## config.mk

```make
export PLATFORM = sky130hd
export DESIGN_NAME = guarded_wdt
export DESIGN_NICKNAME = d
export VERILOG_FILES = /design/src/rtl/wdt_pkg.sv /design/src/rtl/wdt_datapath.sv /design/src/rtl/wdt_ctrl.sv /design/src/rtl/guarded_wdt.sv
export SDC_FILE = /design/constraint.sdc
export NUM_CORES = 1
export LEC_CHECK = 0
export ABC_AREA = 1
export BUFFER_PORTS_ARGS = -buffer_cell sky130_fd_sc_hd__buf_2
export CAP_MARGIN = 25
export CORE_MARGIN = 4
export CORE_UTILIZATION = 50
export DETAILED_ROUTE_END_ITERATION = 10
export PLACE_DENSITY = 0.86
export SETUP_SLACK_MARGIN = 0.3
export SYNTH_ARGS = -nofsm -noshare
export SYNTH_HDL_FRONTEND = slang
export SYNTH_SLANG_ARGS = --single-unit
```

## constraint.sdc

```tcl
create_clock -name clk -period 2.7 [get_ports clk]
set_input_delay 0.27 -clock clk [delete_from_list [all_inputs] [get_ports clk]]
set_output_delay 0.27 -clock clk [all_outputs]
set_load 0.01 [all_outputs]
```

## src/rtl/wdt_pkg.sv

```systemverilog
package wdt_pkg;
  localparam int CNT_W   = 16;
  localparam int DATA_W  = 32;
  localparam int PRE_W   = 12;
  localparam int AUX_W   = 8;
  localparam int BUSY_W  = 2;
  localparam int BUSY_CYC = 2;
  localparam logic [15:0] CNT_KEY = 16'h5A5A;
  localparam logic [23:0] CSR_KEY = 24'hA5A5A5;

  typedef struct packed {
    logic             loadCnt;
    logic [CNT_W-1:0] loadVal;
    logic             runEn;
    logic [2:0]       divSel;
    logic             ovfClr;
  } ctrlStrobes_t;

  function automatic int unsigned divRatio(input logic [2:0] sel);
    case (sel)
      3'd0: divRatio = 1;
      3'd1: divRatio = 4;
      3'd2: divRatio = 16;
      3'd3: divRatio = 32;
      3'd4: divRatio = 64;
      3'd5: divRatio = 128;
      3'd6: divRatio = 1024;
      default: divRatio = 4096;
    endcase
  endfunction
endpackage

```

## src/rtl/wdt_datapath.sv

```systemverilog
module wdt_datapath
  import wdt_pkg::*;
(
  input  logic             clk,
  input  logic             rstN,
  input  ctrlStrobes_t     strb,
  output logic [CNT_W-1:0] count,
  output logic             ovfFlag,
  output logic             resetReq
);
  logic [PRE_W-1:0] prescCnt;
  logic [PRE_W-1:0] terminal;
  logic             tick;
  logic             wrapNow;

  assign terminal = PRE_W'(divRatio(strb.divSel) - 1);
  assign tick     = strb.runEn && (prescCnt == terminal);
  assign wrapNow  = tick && (count == {CNT_W{1'b1}}) && !strb.loadCnt;

  // Prescaler: held at zero while stopped, restarts after each tick
  always_ff @(posedge clk or negedge rstN) begin
    if (!rstN)             prescCnt <= '0;
    else if (!strb.runEn)  prescCnt <= '0;
    else if (tick)         prescCnt <= '0;
    else                   prescCnt <= prescCnt + 1'b1;
  end

  // Main counter: a load from the bus wins over a tick
  always_ff @(posedge clk or negedge rstN) begin
    if (!rstN)             count <= '0;
    else if (strb.loadCnt) count <= strb.loadVal;
    else if (tick)         count <= count + 1'b1;
  end

  // Overflow flag and request pulse; a new overflow wins over a clear
  always_ff @(posedge clk or negedge rstN) begin
    if (!rstN) begin
      ovfFlag  <= 1'b0;
      resetReq <= 1'b0;
    end else begin
      resetReq <= wrapNow;
      if (wrapNow)          ovfFlag <= 1'b1;
      else if (strb.ovfClr) ovfFlag <= 1'b0;
    end
  end
endmodule

```

## src/rtl/wdt_ctrl.sv

```systemverilog
module wdt_ctrl
  import wdt_pkg::*;
(
  input  logic              clk,
  input  logic              rstN,
  input  logic              busSel,
  input  logic              busWrite,
  input  logic [1:0]        busWordAddr,
  input  logic [DATA_W-1:0] busWdata,
  input  logic [CNT_W-1:0]  count,
  input  logic              ovfFlag,
  output ctrlStrobes_t      strb,
  output logic              busy,
  output logic [DATA_W-1:0] busRdata
);
  localparam logic [1:0] IDX_CNT = 2'd0;
  localparam logic [1:0] IDX_CSA = 2'd1;
  localparam logic [1:0] IDX_AUX = 2'd2;

  logic              wrOk;
  logic              cntKeyOk, csrKeyOk;
  logic              wrCnt, wrCsa, wrAux;
  logic              runEn;
  logic [2:0]        divSel;
  logic [AUX_W-1:0]  auxReg;
  logic [BUSY_W-1:0] busyCnt;

  assign wrOk     = busSel && busWrite;
  assign cntKeyOk = busWdata[DATA_W-1:CNT_W] == CNT_KEY;
  assign csrKeyOk = busWdata[DATA_W-1:8] == CSR_KEY;
  assign wrCnt    = wrOk && (busWordAddr == IDX_CNT) && cntKeyOk;
  assign wrCsa    = wrOk && (busWordAddr == IDX_CSA) && csrKeyOk;
  assign wrAux    = wrOk && (busWordAddr == IDX_AUX) && csrKeyOk;

  always_ff @(posedge clk or negedge rstN) begin
    if (!rstN) begin
      runEn  <= 1'b0;
      divSel <= '0;
      auxReg <= '0;
    end else begin
      if (wrCsa) begin
        runEn  <= busWdata[7];
        divSel <= busWdata[2:0];
      end
      if (wrAux) auxReg <= busWdata[AUX_W-1:0];
    end
  end

  always_ff @(posedge clk or negedge rstN) begin
    if (!rstN)              busyCnt <= '0;
    else if (wrCnt || wrCsa) busyCnt <= BUSY_W'(BUSY_CYC);
    else if (busyCnt != '0) busyCnt <= busyCnt - 1'b1;
  end

  assign busy = busyCnt != '0;

  always_comb begin
    strb.loadCnt = wrCnt;
    strb.loadVal = busWdata[CNT_W-1:0];
    strb.runEn   = runEn;
    strb.divSel  = divSel;
    strb.ovfClr  = wrCsa && !busWdata[4];
  end

  always_comb begin
    busRdata = '0;
    case (busWordAddr)
      IDX_CNT: busRdata[CNT_W-1:0] = count;
      IDX_CSA: busRdata[7:0] = {runEn, 1'b0, busy, ovfFlag, 1'b0, divSel};
      IDX_AUX: busRdata[AUX_W-1:0] = auxReg;
      default: busRdata = '0;
    endcase
  end
endmodule

```

## src/rtl/guarded_wdt.sv

```systemverilog
module guarded_wdt
  import wdt_pkg::*;
(
  input  logic              clk,
  input  logic              rstN,
  input  logic              busSel,
  input  logic              busWrite,
  input  logic [1:0]        busWordAddr,
  input  logic [DATA_W-1:0] busWdata,
  output logic [DATA_W-1:0] busRdata,
  output logic              resetReq
);
  ctrlStrobes_t     strb;
  logic [CNT_W-1:0] countVal;
  logic             ovfFlag;
  logic             busyFlag;

  wdt_ctrl u_ctrl (
    .clk(clk), .rstN(rstN), .busSel(busSel), .busWrite(busWrite),
    .busWordAddr(busWordAddr), .busWdata(busWdata), .count(countVal),
    .ovfFlag(ovfFlag), .strb(strb), .busy(busyFlag), .busRdata(busRdata)
  );

  wdt_datapath u_dp (
    .clk(clk), .rstN(rstN), .strb(strb), .count(countVal),
    .ovfFlag(ovfFlag), .resetReq(resetReq)
  );
endmodule

```

**Yosys cells after proc, flatten, opt, wreduce, memory -nomap -nowiden**

Index checks and enable logic that the tools add are counted.

- Register bits: 44
- Output and inout bits: 33
- Word-level logic and storage cells: 55

- Add/subtract/negate cells: 4
- Equal/unequal tests: 12
- Multiplexer cells: 11
- Reduce and logical (&&, ||, !) cells: 20

Operators by type and width:

| cell | number |
|---|---|
| 11-bit case mux with 7 select lines | 1 |
| 16-bit two-way mux | 2 |
| 24-bit == test, second input constant | 1 |
| 12-bit two-way mux | 2 |
| 8-bit case mux with 3 select lines | 1 |
| 16-bit by 1-bit adder with 16-bit output, second input constant | 1 |
| 16-bit by 15-bit == test with 1-bit output, second input constant | 1 |
| 16-bit == test, second input constant | 1 |
| 12-bit by 1-bit adder with 12-bit output, second input constant | 1 |
| 12-bit == test | 1 |
| 12-bit by 1-bit subtractor with 12-bit output, second input constant | 1 |
| 1-bit logical AND | 11 |
| 3-bit == test, second input constant | 3 |
| 8-bit two-way mux | 1 |
| 2-bit nonzero test | 4 |
| 3-bit by 2-bit == test with 1-bit output, second input constant | 2 |
| 2-bit two-way mux | 2 |
| 3-bit by 1-bit == test with 1-bit output, second input constant | 1 |
| 3-bit logical NOT | 1 |
| 2-bit by 1-bit == test with 1-bit output, second input constant | 1 |
| 2-bit == test, second input constant | 1 |
| 1-bit logical NOT | 2 |
| 2-bit logical NOT | 1 |
| 1-bit two-way mux | 2 |
| other kinds (2) | 2 |

**Depth between registers and ports, before layout**

Gate-level depths: netlist (run 1).

- Depth in word-level cells: 8
- Gate-level depth with buffers: 17
- Mapped depth without buffers: 15

**Cells and area by module**

A second synthesis (run 1) with hierarchy kept.

- Cell total of the unflattened synthesis: 526
- Area, all modules: 3492.1 um^2

By module, submodules not included:

| module | times used | cells an instance | area each (um^2) | sequential area each (um^2) |
|---|---|---|---|---|
| wdt_datapath | 1 | 330 | 2165.8 | 750.7 |
| wdt_ctrl | 1 | 196 | 1326.3 | 350.3 |

**Worst setup path after synthesis (run 1)**

Ideal clock, no wire load.

- Kind: reg2reg
- Start: register u_ctrl.divSel[2]
- End: register u_dp.count[4]
- Setup time: 0.123 ns
- Arrival: 1.929 ns
- Setup slack: 0.649 ns
- Cell stages (with the launch flop): 17
- Path buffers: 3
- Clock period less this slack: 2.051 ns
- Cells stage by stage: dfrtp_1 > buf_6 > nor2_4 > nand2_2 > ha_1 > buf_2 > inv_2 > nand2_1 > nand2_1 > nand2_1 > nand2_1 > nand3_2 > nor2_8 > nand2_4 > buf_6 > nand3_2 > nand3_2

- Word-level cells in the longest chain between the ends: 6
- Elaborated cells between the ends (all ways): 12
- Those cells by class: add/sub: 1; eq/ne: 7; mux: 1; reduce/logical: 3

Ends and longest elaborated chain:

| what | line | RTL |
|---|---|---|
| start: declaration | wdt_ctrl.sv:24 | `logic [2:0] divSel;` |
| start signal: assignment | wdt_ctrl.sv:43 | `divSel <= busWdata[2:0];` |
| 3-bit == test, or another cell as far along | wdt_pkg.sv:20 | `case (sel)` |
| 11-bit case mux with 7 select lines * | wdt_pkg.sv:20 |  |
| 12-bit by 1-bit subtractor with 12-bit output * | wdt_datapath.sv:16 | `assign terminal = PRE_W'(divRatio(strb.divSel) - 1);` |
| 12-bit == test * | wdt_datapath.sv:17 | `assign tick = strb.runEn && (prescCnt == terminal);` |
| 1-bit logical AND * | wdt_datapath.sv:17 |  |
| 2-bit nonzero test (no source line) * | -- |  |
| end signal: assignment | wdt_datapath.sv:31 | `else if (strb.loadCnt) count <= strb.loadVal;` |
| end signal: assignment | wdt_datapath.sv:32 | `else if (tick) count <= count + 1'b1;` |
| end: declaration | wdt_datapath.sv:7 | `output logic [CNT_W-1:0] count,` |

Mark *: on every way between the ends. The rest lies on a longest branch, timed or not.
A chain may end at the register's enable or synchronous reset.

**Worst setup path in the final report (run 1)**

- Start: register u_ctrl.divSel[0]
- End: register u_dp.count[2]

Same word-level chain as after synthesis.

==> metrics.yaml, run 1 <==
grt:
  grt_util_met3_pct: 4.23
  grt_pass1_vias: 3455
  top_usage_layer: "met2"
  grt_use_met1_pct: 26.8
  grt_pass1_wl_um: 15500
  grt_usage_pct: 22.9
  use_met2_pct: 41.3
  antenna_found_initial: 0
  grt_max_degree: 45
  overflow: 0
timing:
  fin_worst_skew_ns: 0.00828
  tightestPinTransition_ns: 0.623
  hold_viol: 0
  tns_ns: 0
  setup_viol_count_final: 0
  maxSlewHeadroom_pct: 58.3
  period_share_pct: 80.4
  slew_viol_final: 0
  max_freq_ghz: 0.461
  rsz0062_at_grt: "no"
  finalCriticalPeriod_ns: 2.17
layout:
  final_util_pct: 58.3
  nFillCells: 603
  mostFrequentLayoutCells: "nand2_1 (119), inv_1 (62), nor2_1 (61)"
  syn_to_final_growth_pct: 13.9
  final_common_cell: "nand2_1"
  diodes: 0
  drive_above_1_share_pct: 22.3
  multi_input_area_mm2: 0.00196
  seq_area_mm2: 0.00110
  layout.nets: 598
synth:
  yosysWarnings: 0
  ys_ff_latch: 44
  synthDistinctLibCells: 31
  syn_area_per_cell_um2: 7.00
  syn-cell-area_mm2: 0.00346
  async_flop_share_pct: 100
  synth-edff-count: 0
  synth_ff_type: "dfrtp_1"
  syn_inst: 494
  seq_area_frac_synth_pct: 31.8
clock_tree:
  cts_num_sinks: 44
  ctsHtreeMaxLevel: 2
  cts_tree: "built"
  clockBufferDepth: 2
  cts_buffers: 5
  cts.clk_slew.worst_paths_ns: 0.09
  root_buffer: "clkbuf_8"
  insertion_delay_ns: 0.31
setup_path:
  start_kind: "flop"
  crit_top_cell: "nand2_1"
  worst-setup-path-type: "flop to flop"
  r2r_slack_ns: 0.53
  crit_buf_inv: 2
  crit_path_cell_trace: "inv_2 -> nand2_2 -> ha_2 -> nand2_1 -> o21a_1 -> nand2_1 -> nor2_2 -> nand2_2 -> nor2_8 -> nand2_8 -> nand2_1 -> nand2_1 -> nand2_1 -> inv_1"
  worst-path-max-fanout: 18
  critical_path.slowest_cell: "dfrtp_2"
  critPathArrivalTime_ns: 2.38
  endpoint_kind: "flop"
  crit_path_start: "u_ctrl.divSel[0]"
  required_ns: 2.91
  crit_family: "simple AND/OR/NAND/NOR gates"
  slowest_delay_ns: 0.46
  r2r-start: "u_ctrl.divSel[0]"
power_and_ir_drop:
  powerDensity_mw_per_mm2: 357
  vdd_drop_max_uv: 292
  p_leak_nw: 2.02
flow_run:
  maxCapViolCount: 0
place:
  hpwl_um: 6870
  io_buffers: 54
  gp_congestion: 1.01
hold_path:
  min_path_type: "input pin to flop"
  hold_path_startpoint: "busWdata[5]"
run_status:
  status: "complete, no violations"
die:
  start_util_pct: 51.2
  fp.dieH_um: 91.2
  fp-row-count: 30
  io_pins: 71
  die_area_mm2: 0.00831
  core_mm2: 0.00676
  die-width_um: 91.2
routing:
  avgViaCountPerCell: 5.56
  num_vias: 3544
  routedWlPerCell_um: 14.9
  drt-pass1-iter-count: 6
  ant_nets: 0
  totalWireLength_um: 9500
  drt_iter0_markers: 377
  drc: 0
## layer usage
metal | up-vias | share of wire (%) | wire length, um
met5 | - | 0 | 0
met2 | 190 | 51 | 4870
met4 | 0 | 3.3 | 313
li1 | 1673 | - | -
met1 | 1629 | 38 | 3570
met3 | 52 | 7.9 | 750
## what timing repair did
action                                  CTS  global route
hold buffers                              0             1
resized for setup                         2             3
endpoints found under the setup margin   14            28
pin swaps                                 0             2
buffers inserted                          0            10
hold endpoints to repair                  0            15
gates cloned                              0             0
## synthesized netlist by cell type, drive strengths merged, types with 4 or more instances
cell type  count  area (um2)
buf           28         213
nand2        130         536
nor3          13        65.1
nor2          69         317
o221ai         4        35.0
inv           66         250
xor2          16         140
nand4         23         144
ha             4        50.1
nand3         64         425
o21ai         19        95.1
dfrtp         44        1100
## area by class of cell
class                   instances  share of cell area, %
multi-input cells             369                   49.7
clock buffers                   6                   2.10
repair buffers                 70                   10.3
clock inverters                 2                  0.985
inverters                      66                   6.35
well taps                      80                   2.54
flip-flops and latches         44                   28.0
## through the flow
stage	power, mW	hold slack [ns]	area (um2)	std cells	setup slack (ns)
3_3_place_gp	0.853	0.461	3690	617	0.360
2_1_floorplan	0.810	-0.0256	3510	509	0.649
3_5_place_dp	0.867	0.476	3690	617	0.195
5_1_grt	1.47	0.197	3940	637	0.310
4_1_cts	1.41	0.151	3820	625	0.321
6_report	1.41	0.198	3940	637	0.529
## final timing paths
kind | to | cells past startpoint
setup / recovery | u_dp.count[2] | 14
hold / removal | u_dp.count[5] | 3
setup reg to reg | u_dp.count[2] | 14
hold reg to reg | u_dp.ovfFlag | 2
max in group asynchronous | u_ctrl.divSel[0] | 3
min in group asynchronous | u_dp.prescCnt[6] | 2
## flip-flops by register name, indices dropped and copies added (netlist names)
register        cells
u_ctrl.auxReg       8
u_ctrl.busyCnt      2
u_ctrl.divSel       3
u_ctrl.runEn        1
u_dp.count         16
u_dp.ovfFlag        1
u_dp.prescCnt      12
u_dp.resetReq       1
## kinds of logic (layout without fill, tap and decap cells)
logic type                 Yosys count  count (layout)  synth area share (%)
muxes                                1               1                 0.326
other                                1              16                 0.108
AOI/OAI and AO/OA                   31              31                  5.25
buffers and inverters               96             144                  13.6
xor gates and xnor gates            16              16                  4.05
adders and majority gates            4               4                  1.45
DFF                                 44              44                  31.8
and+or+nand+nor                    301             301                  43.4
## where the power goes
| part | internal, mW | switching, mW |
|---|---|---|
| logic | 0.0736 | 0.102 |
| registers | 0.675 | 0.00688 |
| clock network | 0.303 | 0.246 |
## worst min-delay path, delay by kind of cell
family	cells	cell delay, ns
buffers and inverters	1	0.08
and+or+nand+nor	2	0.12
Note: power is estimated with default switching activity, not from simulation.
==> run 2: changes to the inputs <==
clock period = 2.23 ns   (was 2.7 ns; I/O delays follow)
==> run 2 against run 1 <==
Effect of this change:
- sequential share of layout area is 1.4 points lower
- critical path depth did not move
- via count shrank 1.2%
- critical endpoint is now u_dp.count[10]
- largest cell class unchanged
==> metrics.yaml, run 2 (synthesis gave the netlist of run 1 again) <==
layout:
  final_cells: 643
  syn_to_final_growth_pct: 19.6
  multi_input_area_mm2: 0.00205
  mostFrequentLayoutCells: "nand2_1 (110), inv_1 (62), nor2_1 (60)"
  largest_reg_flops: 16
  drive_above_1_share_pct: 25.6
  diodes: 0
  layout.nets: 604
  final_common_cell: "nand2_1"
  nFillCells: 602
  largest-register: "u_dp.count"
  seq_area_mm2: 0.00110
  reg_top3: "u_dp.count: 16 flops, u_dp.prescCnt: 12 flops, u_ctrl.auxReg: 8 flops"
timing:
  slew_viol_final: 0
  hold_ws_ns: 0.143
  rsz0062_at_grt: "yes"
  setup_viol_count_final: 0
  maxSlewHeadroom_pct: 60.7
  period_share_pct: 90.2
  max_freq_ghz: 0.497
  fin_ws_ns: 0.218
  tns_ns: 0
  hold_viol: 0
  tightestPinTransition_ns: 0.587
  finalCriticalPeriod_ns: 2.01
  fin_worst_skew_ns: 0.00702
place:
  hpwl_um: 6930
  gp_congestion: 0.927
  dp.cells: 623
  pre_cts_ws_ns: 0.136
  io_buffers: 54
hold_path:
  min_path_type: "input pin to flop"
  min_path_cells: 3
  worstHoldEndpoint: "u_dp.count[3]"
  hold_path_startpoint: "busWdata[3]"
routing:
  ant_nets: 0
  met1_length_um: 3720
  totalWireLength_um: 9470
  met2_length_um: 4770
  drc: 0
  avgViaCountPerCell: 5.44
  drt-pass1-iter-count: 5
  num_vias: 3500
  wl_met3_um: 561
  routedWlPerCell_um: 14.7
  drt_iter0_markers: 192
  highest_layer: "met4"
grt:
  grt_pass1_vias: 3518
  grt_usage_pct: 23.3
  grt_max_degree: 30
  antenna_found_initial: 0
  grt_pass1_wl_um: 16000
  overflow: 0
flow_run:
  maxCapViolCount: 0
die:
  core_mm2: 0.00676
  fp.dieH_um: 91.2
  start_util_pct: 51.2
  die_area_mm2: 0.00831
  io_pins: 71
  die-width_um: 91.2
  fp-row-count: 30
clock_tree:
  root_buffer: "clkbuf_8"
  cts_num_sinks: 44
  insertion_delay_ns: 0.31
  clockBufferDepth: 2
  cts_tree: "built"
  ctsHtreeMaxLevel: 2
  cts_buffers: 5
  cts.clk_slew.worst_paths_ns: 0.09
setup_path:
  r2r_cells: 14
  start_kind: "flop"
  worstReg2RegEnd: "u_dp.count[10]"
  worst-path-max-fanout: 6
  r2r_slack_ns: 0.22
  required_ns: 2.43
  r2r-start: "u_ctrl.divSel[0]"
  crit_path_cell_trace: "buf_6 -> nand2_2 -> ha_4 -> buf_6 -> nand2_1 -> nand2_1 -> nand2_1 -> nand2_2 -> nand3_4 -> nor2_8 -> nand2_8 -> buf_6 -> nand3_2 -> nand3_2"
  endpoint_kind: "flop"
  critical_path.slowest_cell: "dfrtp_1"
  slowest_delay_ns: 0.42
  worst-setup-path-type: "flop to flop"
  critPathArrivalTime_ns: 2.21
power_and_ir_drop:
  report.power.total_mw: 1.71
  vdd_drop_max_uv: 317
  p_leak_nw: 2.09
  powerDensity_mw_per_mm2: 413
run_status:
  status: "complete, no violations"
run 2: worst max-delay path by stage:
stage	from	to	depth (start not counted)
3_3_place_gp	u_ctrl.divSel[1]	u_dp.count[11]	14
4_1_cts	u_ctrl.divSel[2]	u_dp.count[0]	12
2_1_floorplan	u_ctrl.divSel[1]	u_dp.count[4]	16
3_5_place_dp	u_ctrl.divSel[1]	u_dp.prescCnt[2]	12
6_report	u_ctrl.divSel[0]	u_dp.count[10]	14
5_1_grt	u_ctrl.divSel[1]	u_dp.count[0]	12
run 2: critical path: cells and delay by family, from the launching register on:
family                     cells  cell delay (ns)
adders and majority gates      1             0.18
buffers and inverters          3             0.43
and+or+nand+nor               10             0.88
DFF                            1             0.42
run 2: routing by layer:
metal  vias up  GRT usage [%]
met5         -              0
met4         0           10.6
met3        41           3.40
met2       143           40.0
met1      1621           28.8
li1       1695              -
run 2: report_power, final:
group | total [mW] | switching (mW) | leakage, nW | internal (mW)
sequential | 0.828 | 0.0101 | 0.605 | 0.818
clock | 0.671 | 0.304 | 0.0614 | 0.367
combinational | 0.210 | 0.122 | 1.42 | 0.0882
run 2: cell type report:
class | count | area share (%)
Timing Repair Buffer | 75 | 12.4
Multi-Input combinational cell | 370 | 49.6
Clock inverter | 2 | 0.937
Inverter | 66 | 6.11
Sequential cell | 44 | 26.6
Tap cell | 80 | 2.42
Clock buffer | 6 | 2.00
run 2: stage by stage:
| step | instance area (um2) | util (%) |
|---|---|---|
| floorplan | 3530 | - |
| global placement | 3740 | 55.4 |
| detailed placement | 3740 | 55.4 |
| CTS | 4000 | 59.3 |
| global route | 4140 | 61.2 |
| finish | 4140 | 61.2 |
run 2: timing repair:
action	in CTS	in global routing
resized for setup	12	24
setup buffers	7	2
hold endpoints to repair	17	0
endpoints found under the setup margin	29	29
pin swaps	6	14
hold buffers	1	0
cloned	1	1
